$ cat src/rtl/wkup_pkg.sv
package wkup_pkg;
   localparam int unsigned FIELD_W        = 4;
   localparam int unsigned LINES_PER_WORD = 16;

   typedef enum logic [FIELD_W-1:0] {
      TRG_LOW  = 4'd0,
      TRG_HIGH = 4'd1,
      TRG_FALL = 4'd2,
      TRG_RISE = 4'd4,
      TRG_BOTH = 4'd6
   } trig_e;
endpackage

$ cat src/rtl/wkup_line_sync.sv
module wkup_line_sync #(
   parameter int unsigned STAGES = 2
) (
   input  logic clk,
   input  logic rst_n,
   input  logic din,
   output logic level,
   output logic last
);
   logic [STAGES-1:0] chain_q;
   logic              last_q;

   initial assert (STAGES >= 2) else $error("wkup_line_sync: STAGES must be at least 2");

   always_ff @(posedge clk or negedge rst_n) begin
      if (!rst_n) begin
         chain_q <= '0;
         last_q  <= 1'b0;
      end else begin
         chain_q <= {chain_q[STAGES-2:0], din};
         last_q  <= chain_q[STAGES-1];
      end
   end

   assign level = chain_q[STAGES-1];
   assign last  = last_q;
endmodule

$ cat src/rtl/wkup_trig_detect.sv
module wkup_trig_detect
   import wkup_pkg::*;
(
   input  logic [FIELD_W-1:0] code,
   input  logic               level,
   input  logic               last,
   output logic               hit
);
   always_comb begin
      case (code)
         TRG_LOW:  hit = ~level;
         TRG_HIGH: hit = level;
         TRG_FALL: hit = last & ~level;
         TRG_RISE: hit = ~last & level;
         TRG_BOTH: hit = last ^ level;
         default:  hit = 1'b0;
      endcase
   end
endmodule

$ cat src/rtl/wkup_parent_reduce.sv
module wkup_parent_reduce #(
   parameter int unsigned NUM_LINES   = 28,
   parameter int unsigned NUM_PARENTS = 4,
   parameter int unsigned FIRST_SPAN  = 4,
   parameter int unsigned SPAN        = 8
) (
   input  logic [NUM_LINES-1:0]   live,
   output logic [NUM_PARENTS-1:0] irq
);
   initial assert (NUM_LINES == FIRST_SPAN + SPAN*(NUM_PARENTS-1))
      else $error("wkup_parent_reduce: ranges do not tile the lines");

   for (genvar g = 0; g < NUM_PARENTS; g++) begin : g_par
      if (g == 0) begin : g_first
         assign irq[g] = |live[FIRST_SPAN-1:0];
      end else begin : g_rest
         localparam int unsigned LO = FIRST_SPAN + (g-1)*SPAN;
         assign irq[g] = |live[LO +: SPAN];
      end
   end
endmodule

$ cat src/rtl/wkup_irq_agg.sv
module wkup_irq_agg
   import wkup_pkg::*;
#(
   parameter int unsigned NUM_LINES   = 28,
   parameter int unsigned NUM_PARENTS = 4,
   parameter int unsigned FIRST_SPAN  = 4,
   parameter int unsigned SPAN        = 8,
   parameter int unsigned SYNC_STAGES = 2,
   parameter int unsigned DATA_W      = 32,
   parameter int unsigned ADDR_W      = 4
) (
   input  logic                   clk,
   input  logic                   rst_n,
   input  logic [NUM_LINES-1:0]   line_i,
   input  logic                   bus_en,
   input  logic                   bus_wr,
   input  logic [ADDR_W-1:0]      bus_addr,
   input  logic [DATA_W-1:0]      bus_wdata,
   output logic [DATA_W-1:0]      bus_rdata,
   output logic [NUM_PARENTS-1:0] irq_o
);
   localparam int unsigned HI_LINES  = NUM_LINES - LINES_PER_WORD;
   localparam int unsigned CFG0_BITS = (LINES_PER_WORD/2)*FIELD_W;
   localparam int unsigned CFG1_BITS = (HI_LINES/2)*FIELD_W;
   localparam logic [ADDR_W-1:0] A_CFG_LO = ADDR_W'(0);
   localparam logic [ADDR_W-1:0] A_CFG_HI = ADDR_W'(4);
   localparam logic [ADDR_W-1:0] A_MASK   = ADDR_W'(8);
   localparam logic [ADDR_W-1:0] A_PEND   = ADDR_W'(12);

   initial begin
      assert (CFG0_BITS == DATA_W) else $error("wkup_irq_agg: DATA_W must hold 16 fields");
      assert (NUM_LINES > LINES_PER_WORD && NUM_LINES < DATA_W)
         else $error("wkup_irq_agg: NUM_LINES out of range");
      assert (HI_LINES % 2 == 0) else $error("wkup_irq_agg: lines must pair up");
   end

   logic [CFG0_BITS-1:0] cfg_lo_q;
   logic [CFG1_BITS-1:0] cfg_hi_q;
   logic [NUM_LINES-1:0] mask_q, pend_q, hit_vec, clr_vec;
   logic                 wr_hit;

   assign wr_hit  = bus_en & bus_wr;
   assign clr_vec = (wr_hit && bus_addr == A_PEND) ? bus_wdata[NUM_LINES-1:0] : '0;

   // per-line synchronizer and trigger decode
   for (genvar i = 0; i < NUM_LINES; i++) begin : g_line
      localparam int unsigned POS = FIELD_W*((i % LINES_PER_WORD)/2);
      logic [FIELD_W-1:0] code;
      logic               lvl, lst;
      if (i < LINES_PER_WORD) begin : g_lo
         assign code = cfg_lo_q[POS +: FIELD_W];
      end else begin : g_hi
         assign code = cfg_hi_q[POS +: FIELD_W];
      end
      wkup_line_sync #(.STAGES(SYNC_STAGES)) i_sync (
         .clk(clk), .rst_n(rst_n), .din(line_i[i]), .level(lvl), .last(lst));
      wkup_trig_detect i_det (
         .code(code), .level(lvl), .last(lst), .hit(hit_vec[i]));
   end

   always_ff @(posedge clk or negedge rst_n) begin
      if (!rst_n) begin
         cfg_lo_q <= '0;
         cfg_hi_q <= '0;
         mask_q   <= '1;
         pend_q   <= '0;
      end else begin
         if (wr_hit && bus_addr == A_CFG_LO) cfg_lo_q <= bus_wdata[CFG0_BITS-1:0];
         if (wr_hit && bus_addr == A_CFG_HI) cfg_hi_q <= bus_wdata[CFG1_BITS-1:0];
         if (wr_hit && bus_addr == A_MASK)   mask_q   <= bus_wdata[NUM_LINES-1:0];
         pend_q <= (pend_q & ~clr_vec) | hit_vec;   // set wins over clear
      end
   end

   always_comb begin
      case (bus_addr)
         A_CFG_LO: bus_rdata = DATA_W'(cfg_lo_q);
         A_CFG_HI: bus_rdata = DATA_W'(cfg_hi_q);
         A_MASK:   bus_rdata = DATA_W'(mask_q);
         A_PEND:   bus_rdata = DATA_W'(pend_q);
         default:  bus_rdata = '0;
      endcase
   end

   wkup_parent_reduce #(
      .NUM_LINES(NUM_LINES), .NUM_PARENTS(NUM_PARENTS),
      .FIRST_SPAN(FIRST_SPAN), .SPAN(SPAN)
   ) i_reduce (
      .live(pend_q & ~mask_q), .irq(irq_o));

   // ---------------- assertions ----------------
   p_reset_quiet_r1: assert property (@(posedge clk) !rst_n |-> irq_o == '0);

   p_cfg_hold_r2: assert property (@(posedge clk) disable iff (!rst_n)
      !(wr_hit && bus_addr == A_CFG_LO) |=> $stable(cfg_lo_q));

   p_pend_cause_r6: assert property (@(posedge clk) disable iff (!rst_n)
      1'b1 |=> ((pend_q & ~$past(pend_q) & ~$past(hit_vec)) == '0));

   p_pend_keep_r7: assert property (@(posedge clk) disable iff (!rst_n)
      1'b1 |=> ((pend_q & $past(pend_q & ~clr_vec)) == $past(pend_q & ~clr_vec)));

   p_parent_any_r10: assert property (@(posedge clk) disable iff (!rst_n)
      (irq_o != '0) == ((pend_q & ~mask_q) != '0));

   p_all_masked_r6: assert property (@(posedge clk) disable iff (!rst_n)
      (mask_q == '1) |-> irq_o == '0);

   p_upper_zero_r11: assert property (@(posedge clk) disable iff (!rst_n)
      (bus_addr == A_MASK || bus_addr == A_PEND) |-> bus_rdata[DATA_W-1:NUM_LINES] == '0);
endmodule

$ cat config.mk
export PLATFORM = sky130hd
export DESIGN_NAME = wkup_irq_agg
export DESIGN_NICKNAME = d
export VERILOG_FILES = /design/src/rtl/wkup_pkg.sv /design/src/rtl/wkup_line_sync.sv /design/src/rtl/wkup_trig_detect.sv /design/src/rtl/wkup_parent_reduce.sv /design/src/rtl/wkup_irq_agg.sv
export SDC_FILE = /design/constraint.sdc
export NUM_CORES = 1
export LEC_CHECK = 0
export ABC_AREA = 0
export CAP_MARGIN = 20
export CORE_UTILIZATION = 50
export CTS_BUF_LIST = sky130_fd_sc_hd__clkbuf_4 sky130_fd_sc_hd__clkbuf_8
export DETAILED_ROUTE_END_ITERATION = 12
export HOLD_SLACK_MARGIN = 0.06
export PLACE_DENSITY = 0.77
export SYNTH_ARGS = -nofsm -noshare
export SYNTH_HDL_FRONTEND = slang
export SYNTH_SLANG_ARGS = --single-unit
$ cat constraint.sdc
create_clock -name clk -period 2.6 [get_ports clk]
set_input_delay 0.52 -clock clk [delete_from_list [all_inputs] [get_ports clk]]
set_output_delay 0.52 -clock clk [all_outputs]
set_load 0.02 [all_outputs]
### After elaboration in Yosys (flattened, before gate mapping)

Index checks and enable logic that the tools add are counted.

* muxes and demuxes: 30
* bitwise logic cells: 146
* equal/unequal tests: 59
* reductions and logical operators: 23

Operators by type and width (number)
* 1-bit one-hot mux with 5 select lines: 28
* 32-bit one-hot mux with 4 select lines: 1
* 4-bit by 3-bit equality test with 1-bit output (second input constant): 29
* 4-bit zero test: 15
* 1-bit AND: 57
* 28-bit AND: 2
* 4-bit by 1-bit equality test with 1-bit output (second input constant): 14
* 4-bit by 2-bit equality test with 1-bit output (second input constant): 14
* 1-bit NOT: 56
* 28-bit NOT: 2
* 28-bit two-way mux: 1
* 28-bit OR: 1
* 1-bit XOR: 28
* 8-bit OR reduction: 3
* 4-bit equality test (second input constant): 2
* 1-bit logical AND: 4
* 4-bit OR reduction: 1

* output and inout bits: 36
* bits in registers: 196
* logic and storage cells: 318
* input port bits: 68

### Depth between registers and ports, before layout

* word-level depth: 6
* gate-level depth with buffers: 6
* gate-level depth less buffers: 5

### Cells and area by module

A second synthesis with hierarchy kept.

* cell total of the unflattened synthesis: 870
* area total of the unflattened synthesis: 10510.1 µm²

By module, submodules not included
* wkup_irq_agg: cells an instance 412, times used 1, seq. area each 2837.7 µm², area an instance 5549.1 µm²
* wkup_trig_detect: cells an instance 13, times used 28, seq. area each 0.0 µm², area an instance 100.1 µm²
* wkup_line_sync: cells an instance 3, times used 28, seq. area each 75.1 µm², area an instance 75.1 µm²
* wkup_parent_reduce: cells an instance 10, times used 1, seq. area each 0.0 µm², area an instance 56.3 µm²

### Worst setup path before layout

Ideal clock, no wire load.

* path kind: in2out
* start: in bus_addr[2]
* end: out bus_rdata[10]
* stages on the path: 5
* required time: 2.080 ns
* path buffers: 3
* arrival: 1.697 ns
* setup slack: 0.383 ns
* cell sequence: clkbuf_2 -> buf_2 -> buf_2 -> mux4_2 -> and2_1

* word-level cells in the longest chain between the ends: 2
* elaborated cells on any way between the ends: 5
* those cells by class: eq/ne (3); mux (1); reduce/logical (1)

RTL lines
* start, declared: RTL line wkup_irq_agg.sv:17 `input logic [ADDR_W-1:0] bus_addr,`
* 4-bit equality test, or another cell as far along: RTL line wkup_irq_agg.sv:76 `case (bus_addr)`
* 32-bit one-hot mux with 4 select lines *: RTL line wkup_irq_agg.sv:76
* end, declared: RTL line wkup_irq_agg.sv:19 `output logic [DATA_W-1:0] bus_rdata,`

Mark *: on every way between the ends. The rest lies on a longest branch, timed or not.

### Worst setup path after layout

* start: reg mask_q[6]
* end: out irq_o[1]

* word-level cells in the longest chain between the ends: 3

RTL lines
* start, declared: RTL line wkup_irq_agg.sv:39 `logic [NUM_LINES-1:0] mask_q, pend_q, hit_vec, clr_vec;`
* start signal, assigned: RTL line wkup_irq_agg.sv:70 `if (wr_hit && bus_addr == A_MASK) mask_q <= bus_wdata[NUM_LINES-1:0];`
* 28-bit NOT: RTL line wkup_irq_agg.sv:89 `.live(pend_q & ~mask_q), .irq(irq_o));`
* 28-bit AND: RTL line wkup_irq_agg.sv:89
* 8-bit OR reduction: RTL line wkup_parent_reduce.sv:18 `assign irq[g] = |live[LO +: SPAN];`
* end, declared: RTL line wkup_irq_agg.sv:20 `output logic [NUM_PARENTS-1:0] irq_o`

No other way between the ends.

==> metrics.txt <==
Core ar. around 0.019 mm²; Layout area overhead 19.67%; num ports 104; fin crit share between 90% and 100%; Post-synth EDFFs 0; ys async rst share 100.0%; Pre-antenna DRT Iters 4; status finished clean; Fin. Hold Viols 0; number of max-cap violations 0; final-report setup violation count 0; GRT Residual Overflow 0; min cycle time layout between 2 and 3 ns; flop2flop setup slack 1.22 ns; worst-path maximum fanout 3; final hold slack roughly 0.35 ns; clock transition at the registers of the reported paths around 0.09 ns; GRT Total Usage 23.43%; largest net degree at the start of global routing 61; Sw Share around 28%; Post-DRT Antenna Nets 0; wire length per cell 18.07 µm; top cell type's share of synthesized area about 43%; H-tree lvl count 4; Setup Skew about 0.0094 ns; crit path DAT around 2.0 ns; Synth Flop Type dfrtp_1; final WL around 22000 µm; Post-Syn Area per Cell between 10 and 15 µm²; Leak 5.627 nW; DR vias around 6600; antenna diode count 0; vias in the first global route 6598; Clock Path Buffers 2; CTS root buffer clkbuf_8; first-pass GRT wire length around 36000 µm; dpl ws -0.07176 ns; r2r startpoint cfg_lo_q[25]; worst setup path category reg2out; Row Count 50; Mapped Nets 928; worst reg2reg path endpoint pend_q[12]; Synth area leaders dfrtp_1 43%, dfstp_2 7.5%, ha_1 7.1%; final net count around 1100; Psw 0.002097 W; fin worst setup slack between 0.06 and 0.07 ns; clk sinks a little under 200; area of the die 0.02027 mm²; Num CTS Buffers 17; critical path data required time around 2.1 ns; Power Density approximately 640 mW/mm²; sequential area share after synthesis about half; total internal power between 0.005 and 0.006 W; height of the die around 140 µm; R2R cell count 3; die width roughly 140 µm; post-synth top area cell dfrtp_1; Hold Path Class reg2reg; antenna violations before repair 0; synthesized netlist cell count ~800; TritonCTS clock tree yes; gpl congestion approximately 0.86; Startpoint Class flop; worst skew pair latency ~0.45 ns; Flop pwr share 52.2%; synthesized cell area between 0.009 and 0.01 mm²; 1st-iter DRT viols about 470; combinational share of power approximately a fifth; Synth cell types between 40 and 50; RSZ-0062 raised after global routing false; YS warnings 0; Final HPWL DP 15970 µm; clock share of power 28.7%; drt via density between 5 and 6; # Post-CTS Setup Buffers 0; VDD IR max 0.0003778 V; Fmax slightly below 400 MHz; layout cells sized above 1 a little under a quarter; Max Slew Vio Count 0; initial core utilization 51.80%; Worst Tran Pin Value just over 0.5 ns; drt drc 0; Critical Path End Type output pin; port bufs 103; Max-slew headroom roughly two thirds; flop and latch count out of synthesis between 150 and 200; CP startpoint mask_q[6]; critical path capture point irq_o[1]
how the worst min path moves through the flow:
stage	from	to	slack, ns	cells after the start
CTS	g_line[9].i_sync.chain_q[0]	g_line[9].i_sync.chain_q[1]	0.36	0
detailed placement	g_line[12].i_sync.chain_q[0]	g_line[12].i_sync.chain_q[1]	0.33	0
global placement	g_line[26].i_sync.chain_q[0]	g_line[26].i_sync.chain_q[1]	0.33	0
finish	g_line[9].i_sync.chain_q[0]	g_line[9].i_sync.chain_q[1]	0.35	0
global route	g_line[23].i_sync.chain_q[0]	g_line[23].i_sync.chain_q[1]	0.36	0
floorplan	rst_n	cfg_hi_q[0]	0.22	0
power by group through the flow:
stage | sequential (W) | clock, W | combinational (W)
after floorplan | 0.00376 | 0 | 0.00102
after global placement | 0.00393 | 0 | 0.00141
after detailed placement | 0.00395 | 0 | 0.00145
after CTS | 0.00390 | 0.00220 | 0.00145
after global routing | 0.00397 | 0.00233 | 0.00159
final | 0.00391 | 0.00215 | 0.00143
sequential cells by signal (all words and copies together) (netlist names):
name                   count
cfg_hi_q                  24
cfg_lo_q                  32
g_line.i_sync.chain_q     56
g_line.i_sync.last        28
mask_q                    28
pend_q                    28
what timing repair did:
action / 4_1_cts / 5_1_grt
cloned: 0 / 0
hold endpoints to repair: 43 / 0
hold buffers: 1 / 0
endpoints found under the setup margin: 31 / 6
resized for setup: 38 / 6
layout by cell type, fill, tap and decap left out, types with 12 or more instances in the layout:
cell type,count
dfrtp_1,161
inv_1,121
clkdlybuf4s50_1,65
ha_1,56
mux2_2,47
mux2_4,39
nand2_1,29
dlygate4sd2_1,29
dfstp_2,28
buf_4,25
mux4_2,24
and2_1,24
a22oi_1,23
o31ai_1,21
nor3_1,19
o2111ai_1,19
clkbuf_8,19
xnor2_1,18
o211ai_1,17
nor2_1,16
nand3_1,14
nor4b_1,12
o22ai_1,12
per-stage QoR:
stage	util, %	cells	power [W]	instance area, µm²	TNS (ns)
3_3_place_gp	59.69	1167	0.005347	11350	-0.04723
4_1_cts	61.92	1200	0.007544	11780	0
6_report	61.99	1200	0.007498	11790	0
2_1_floorplan	-	804	0.004788	9851	0
3_5_place_dp	59.69	1167	0.005399	11350	-0.4195
5_1_grt	61.99	1200	0.007883	11790	0
cells in the mapped netlist, types with 3 or more instances:
cell type / count
nor2_1: 17
buf_4: 4
nor2b_1: 11
xor2_1: 3
mux2_2: 47
inv_1: 121
o31ai_1: 21
nor3b_1: 4
nor4b_1: 12
or4_1: 7
nand2b_1: 6
buf_6: 4
dfrtp_1: 168
and3_1: 4
o2111ai_1: 19
nand3_1: 14
buf_2: 10
o21ai_0: 8
and2_1: 24
xnor2_1: 18
nor3_1: 19
dfstp_2: 28
a22oi_1: 23
mux2i_1: 11
mux2_4: 39
clkbuf_1: 11
nand2_1: 29
o22ai_1: 12
o211ai_1: 17
ha_1: 56
mux4_2: 24
final cells by class:
class	instances	area [µm²]
clock inverter	11	173.9
tap	260	325.3
multi-input combinational	455	4280
sequential	196	4949
fill	1518	7229
clock buffer	21	270.3
inverter	121	454.2
timing repair buffer	136	1336
critical path, stage by stage, from the launching register on:
cell and delay (ns):
dfstp_2 0.57, o22ai_1 0.11, or4_1 0.57, clkdlybuf4s15_1 0.31
layer usage:
metal	global-route usage, %	part of all wire (%)	up-vias
met3	4.980	6.0	24
met2	36.92	48	173
met5	0	0	-
met1	32.50	44	3325
li1	-	-	3070
met4	7.244	1.7	0
logic make-up (layout without fill, tap and decap cells):
family | Yosys count | in the layout | synth area share, %
xor gates and xnor gates | 21 | 21 | 1.867
DFF | 196 | 196 | 50.15
AOI/OAI and AO/OA | 102 | 102 | 7.672
buffers and inverters | 153 | 289 | 6.427
adders and majority gates | 56 | 56 | 7.113
and+or+nand+nor | 155 | 155 | 8.853
muxes | 121 | 121 | 17.92
No activity file was read; power rests on OpenSTA's default activity.
